[config.mk]
export PLATFORM = sky130hd
export DESIGN_NAME = mbx_irq_ctrl
export DESIGN_NICKNAME = d
export VERILOG_FILES = /design/src/rtl/mbx_pkg.sv /design/src/rtl/mbx_port_decode.sv /design/src/rtl/mbx_irq_flag.sv /design/src/rtl/mbx_irq_ctrl.sv
export SDC_FILE = /design/constraint.sdc
export NUM_CORES = 1
export LEC_CHECK = 0
export ABC_AREA = 1
export BUFFER_PORTS_ARGS = -buffer_cell sky130_fd_sc_hd__buf_4
export CORE_AREA = 2 2 39 41
export CTS_BUF_LIST = sky130_fd_sc_hd__clkbuf_8
export CTS_CLUSTER_SIZE = 16
export DETAILED_ROUTE_END_ITERATION = 6
export DIE_AREA = 0 0 41 43
export PLACE_DENSITY = 0.55
export SYNTH_ARGS = -nofsm -noshare
export SYNTH_HDL_FRONTEND = slang
export SYNTH_SLANG_ARGS = --single-unit
[constraint.sdc]
create_clock -name clk -period 0.8 [get_ports clk]
set_input_delay 0.16 -clock clk [delete_from_list [all_inputs] [get_ports clk]]
set_output_delay 0.16 -clock clk [all_outputs]
set_load 0.05 [all_outputs]
[src/rtl/mbx_pkg.sv]
package mbx_pkg;

  typedef enum logic [1:0] {
    ACC_IDLE  = 2'd0,
    ACC_READ  = 2'd1,
    ACC_WRITE = 2'd2
  } acc_e;

  // Reads need enable and output enable; writes need enable with rnw low.
  function automatic acc_e classify(input logic en, input logic rnw, input logic oe);
    if (!en)
      return ACC_IDLE;
    else if (!rnw)
      return ACC_WRITE;
    else if (oe)
      return ACC_READ;
    else
      return ACC_IDLE;
  endfunction

endpackage

[src/rtl/mbx_port_decode.sv]
module mbx_port_decode
  import mbx_pkg::*;
#(
  parameter int AW         = 15,
  parameter bit OWN_IS_TOP = 1'b0
) (
  input  logic          en,
  input  logic          rnw,
  input  logic          oe,
  input  logic [AW-1:0] addr,
  input  logic          busy,
  output logic          post_peer,
  output logic          claim_own
);
  localparam logic [AW-1:0] TOP_ADDR  = {AW{1'b1}};
  localparam logic [AW-1:0] NEXT_ADDR = TOP_ADDR - 1'b1;
  localparam logic [AW-1:0] OWN_ADDR  = OWN_IS_TOP ? TOP_ADDR : NEXT_ADDR;
  localparam logic [AW-1:0] PEER_ADDR = OWN_IS_TOP ? NEXT_ADDR : TOP_ADDR;

  acc_e kind;

  always_comb begin
    kind      = classify(en, rnw, oe);
    post_peer = (kind == ACC_WRITE) && (addr == PEER_ADDR) && !busy;
    claim_own = (kind == ACC_READ)  && (addr == OWN_ADDR)  && !busy;
  end
endmodule

[src/rtl/mbx_irq_flag.sv]
module mbx_irq_flag (
  input  logic clk,
  input  logic rst_n,
  input  logic set,
  input  logic clr,
  output logic q
);
  always_ff @(posedge clk or negedge rst_n) begin
    if (!rst_n)
      q <= 1'b0;
    else if (set)
      q <= 1'b1;
    else if (clr)
      q <= 1'b0;
  end
endmodule

[src/rtl/mbx_irq_ctrl.sv]
module mbx_irq_ctrl #(
  parameter int AW = 15
) (
  input  logic          clk,
  input  logic          rst_n,
  input  logic          lt_en,
  input  logic          lt_rnw,
  input  logic          lt_oe,
  input  logic [AW-1:0] lt_addr,
  input  logic          lt_busy,
  input  logic          rt_en,
  input  logic          rt_rnw,
  input  logic          rt_oe,
  input  logic [AW-1:0] rt_addr,
  input  logic          rt_busy,
  output logic          lt_irq,
  output logic          rt_irq
);
  localparam int NPORT = 2;

  logic          p_en   [NPORT];
  logic          p_rnw  [NPORT];
  logic          p_oe   [NPORT];
  logic [AW-1:0] p_addr [NPORT];
  logic          p_busy [NPORT];
  logic          p_post [NPORT];
  logic          p_claim[NPORT];
  logic          p_irq  [NPORT];

  // Index 0 is the left port, index 1 the right port.
  always_comb begin
    p_en[0]   = lt_en;   p_en[1]   = rt_en;
    p_rnw[0]  = lt_rnw;  p_rnw[1]  = rt_rnw;
    p_oe[0]   = lt_oe;   p_oe[1]   = rt_oe;
    p_addr[0] = lt_addr; p_addr[1] = rt_addr;
    p_busy[0] = lt_busy; p_busy[1] = rt_busy;
  end

  for (genvar p = 0; p < NPORT; p++) begin : g_port
    mbx_port_decode #(
      .AW        (AW),
      .OWN_IS_TOP(p == 1)
    ) u_dec (
      .en       (p_en[p]),
      .rnw      (p_rnw[p]),
      .oe       (p_oe[p]),
      .addr     (p_addr[p]),
      .busy     (p_busy[p]),
      .post_peer(p_post[p]),
      .claim_own(p_claim[p])
    );

    // The flag of port p is posted by the peer and claimed by p itself.
    mbx_irq_flag u_flag (
      .clk  (clk),
      .rst_n(rst_n),
      .set  (p_post[NPORT-1-p]),
      .clr  (p_claim[p]),
      .q    (p_irq[p])
    );
  end

  assign lt_irq = p_irq[0];
  assign rt_irq = p_irq[1];
endmodule

* Word level (Yosys, flattened, before mapping)
Index checks and enable logic that the tools add are counted.
** Operators by class
- Eq/ne operators :: 8
- Mux-type cells :: 10
- Reduce and logical (&&, ||, !) cells :: 12
** Operator list (count)
- $eq 15x15->1 const B :: 4
- $logic_and 1x1->1 :: 8
- $mux 2 :: 4
- $mux 1 :: 6
- $eq 2x1->1 const B :: 2
- $eq 2x2->1 const B :: 2
- $reduce_bool 2->1 :: 2
- $logic_not 1->1 :: 2
** Word-level totals
- Register bits after elaboration :: 2
- Input port bits :: 40
- Word-level logic and storage cells :: 32

* Depth between registers and ports, before layout
- Word-level depth :: 8
- Depth in mapped cells :: 7
- Gate-level depth less buffers :: 7

* Cells and area by module
Synthesis repeated with hierarchy kept, for this count alone.
** Second synthesis, totals
- Cell total of the unflattened synthesis :: 51
- Area, all modules :: 244.0 um2
** By module, submodules not included
- mbx_port_decode at g_port[0].u_dec :: times used 1, cells an instance 21, area an instance 83.8 um2
- mbx_irq_flag :: times used 2, cells an instance 5, area an instance 40.0 um2
- mbx_port_decode at g_port[1].u_dec :: times used 1, cells an instance 20, area an instance 80.1 um2

* Worst setup path before layout
OpenSTA, ideal clock, no wires.
- Kind :: flip-flop to flip-flop
- Start point :: reg, netlist name g_port[0].u_flag.q
- End point :: reg g_port[0].u_flag.q
- Arrival :: 713 ps
- Data required time :: 681 ps
- Setup slack :: -32 ps
- Stages on the path, launching flop included :: 3
- Clock period less this slack :: 832 ps
- Path through :: dfrtp_1 > nand2_1 > nand2_1
** RTL lines
- end signal: assignment :: line mbx_irq_flag.sv:10 : q <= 1'b0;
- end signal: assignment :: line mbx_irq_flag.sv:12 : q <= 1'b1;
- end signal: assignment :: line mbx_irq_flag.sv:14 : q <= 1'b0;
- end: declaration :: line mbx_irq_flag.sv:6 : output logic q

* Worst setup path in the final report
- Start point :: reg g_port[1].u_flag.q
- End point :: out rt_irq
** RTL lines
- start: declaration :: line mbx_irq_flag.sv:6
- start signal: assignment :: line mbx_irq_flag.sv:10
- start signal: assignment :: line mbx_irq_flag.sv:12
- start signal: assignment :: line mbx_irq_flag.sv:14
- end: declaration :: line mbx_irq_ctrl.sv:17 : output logic rt_irq
No word-level cell between the ends.

==> impl_metrics.yaml <==
detailed_routing:
  viasPerCell: 4.161
  drt_iter0_markers: 2
  vias: 466
  totalWireLength_um: 946
  drc: 0
  wl_per_cell_um: 8.446
  drtAntennaViolNets: 0
  firstDrtPassIters: 2
power:
  power.total_uw: 686.0
  seqPwrFrac_pct: 14.9
  powerDensity_nw_per_um2: 1058
  pwr-share-comb_pct: 28.1
  p_leak_nw: 0.3380
  intPower_uw: 556.9
  p_switching_uw: 129.1
  p_clk_share_pct: 57.1
  p_sw_share_pct: 18.82
  ir_drop_mv: 0.6261
sta:
  fin_skew_ns: 0
  period_share_pct: 115.6
  max_freq_ghz: 1.081
  timing.final.ws_setup_ns: -0.1250
  hold_viol: 0
  relSlewSlack_pct: 87.04
  final-max-slew-violation-count: 0
  worst_slew_pin_slew_ns: 0.1929
  min_period_ns: 0.9250
  finalSetupViolCount: 2
  rsz0062_at_grt: "yes"
setup_path:
  critPathKind: "flop to output pin"
  end_kind: "output pin"
  cp_max_fo: 2
  required_ns: 0.64
  crit_arrival_ns: 0.76
  r2r_cells: 2
  path_buf_inv: 1
  startpoint_type: "flop"
  worst_path_max_delay_cell: "dfrtp_2"
  crit_chain: "buf_6"
  crit_family: "flip-flops"
  crit_cells: 1
  slowest_delay_ns: 0.40
worst_hold_path:
  min_path_type: "primary input to flop"
  worst_hold_path.num_cells: 4
finish:
  regArea_um2: 52.55
  nets: 138
  area_growth_pct: 150.2
  largest_register_ffs: 2
  layout-drive-gt1-share_pct: 47.92
  multi_input_area_um2: 190.2
  nFillCells: 159
  diodes: 0
  top_register: "g_port.u_flag.q"
  final_common_cell: "buf_4"
  layout_common_cells: "buf_4, nand2_1, nor2_1"
  largestRegisters: "g_port.u_flag.q: 2 flops"
clock_tree:
  clkTransAtPathRegs_ns: 0.03
  insertion_delay_ns: 0.21
  root_buffer: "clkbuf_8"
  clockBufferDepth: 2
  cts_buffers: 3
  cts_tree: "built"
  cts.sinks: 2
  post_cts_buffers: 0
  htree_levels: 1
die:
  ios: 42
  die-area_um2: 1763
  initial_core_util_pct: 18.72
  dieWidth_um: 41
  die_h_um: 43
  coreArea_um2: 1384
  rows: 14
synthesis:
  yosys_register_bits: 2
  syn_area_per_cell_um2: 5.078
  synth.net_count: 91
  synth-warning-count: 0
  netlist_instances: 51
  yosysUniqueCellTypes: 8
  seq_area_frac_synth_pct: 19.32
  synth_area_um2: 259.0
place:
  dp_slack_ns: -0.002561
  gp_routability_congestion: 0.6203
  hpwl_um: 870.5
  portBuffers: 41
global_routing:
  grt_first_pass_wirelength_mm: 1.559
  antenna_found_initial: 0
  grt_usage_pct: 13.05
  grt_max_degree: 3
  grt_overflow: 0
  grt_pass1_vias: 466
run_status:
  violations: "setup timing"
  status: "complete, but fails checks"
run:
  maxCapViolCount: 0
metrics by stage:
| stage | setup TNS [ns] | util, % | instance area (µm²) | instances | hold WS, ns |
|---|---|---|---|---|---|
| after floorplan | 0 | - | 261.5 | 51 | -0.1356 |
| after CTS | -0.2464 | 46.84 | 648.1 | 112 | 0.2115 |
| final | -0.2377 | 46.84 | 648.1 | 112 | 0.2079 |
| after global placement | -0.005700 | 42.59 | 589.3 | 108 | -0.05563 |
| after detailed placement | -0.002561 | 42.59 | 589.3 | 108 | -0.05510 |
| after global routing | -0.2559 | 46.84 | 648.1 | 112 | 0.2244 |
power groups by stage:
stage                     sequential (mW)  clock [mW]  combinational (mW)
after floorplan                     0.103           0              0.0299
after global placement              0.103           0               0.189
after detailed placement            0.103           0               0.191
after CTS                           0.102       0.402               0.195
after global routing                0.102       0.401               0.216
final                               0.102       0.391               0.193
cell usage after synthesis:
master / n / area [µm²]
nand3_1: 1 / 5.000
nor3_1: 2 / 10.01
inv_1: 5 / 18.77
nand3b_1: 1 / 7.510
nand2_1: 21 / 78.83
dfrtp_1: 2 / 50.05
nand4_1: 7 / 43.79
nor2_1: 12 / 45.04
kinds of logic after synthesis:
kind of cell / Yosys count / share of synthesized area [%]
flops: 2 / 19.32
buf+inv: 5 / 7.247
simple gates: 44 / 73.43
area by class of cell:
cell class              count  share of cell area (%)
flip-flops and latches      2                   8.108
multi-input cells          44                   29.34
inverters                   5                   2.896
repair buffers             42                   50.19
well taps                  16                   3.089
clock buffers               3                   6.371
per-layer routing:
metal / wire length [µm] / global-route usage, % / vias up
met4: 0 / 8.000 / 0
met1: 339 / 12.54 / 182
met5: 0 / 0 / -
li1: - / - / 256
met2: 484 / 21.88 / 28
met3: 122 / 4.712 / 0
final timing paths:
kind	startpoint	endpoint	slack, ns
max	g_port[1].u_flag.q$_DFFE_PN0P_	rt_irq	-0.12
min	lt_rnw	g_port[1].u_flag.q$_DFFE_PN0P_	0.21
max reg2reg	g_port[1].u_flag.q$_DFFE_PN0P_	g_port[1].u_flag.q$_DFFE_PN0P_	0.18
min reg2reg	g_port[0].u_flag.q$_DFFE_PN0P_	g_port[0].u_flag.q$_DFFE_PN0P_	0.49
max in group asynchronous	rst_n	g_port[0].u_flag.q$_DFFE_PN0P_	0.42
min in group asynchronous	rst_n	g_port[1].u_flag.q$_DFFE_PN0P_	0.28
what timing repair did:
action                                  CTS  global route
gates resized for setup                   2             0
gates cloned                              0             0
hold buffers                              1             0
endpoints found under the setup margin    2             2
hold endpoints to repair                  2             0
pin swaps                                 0             0
Note: power is estimated with default switching activity, not from simulation.
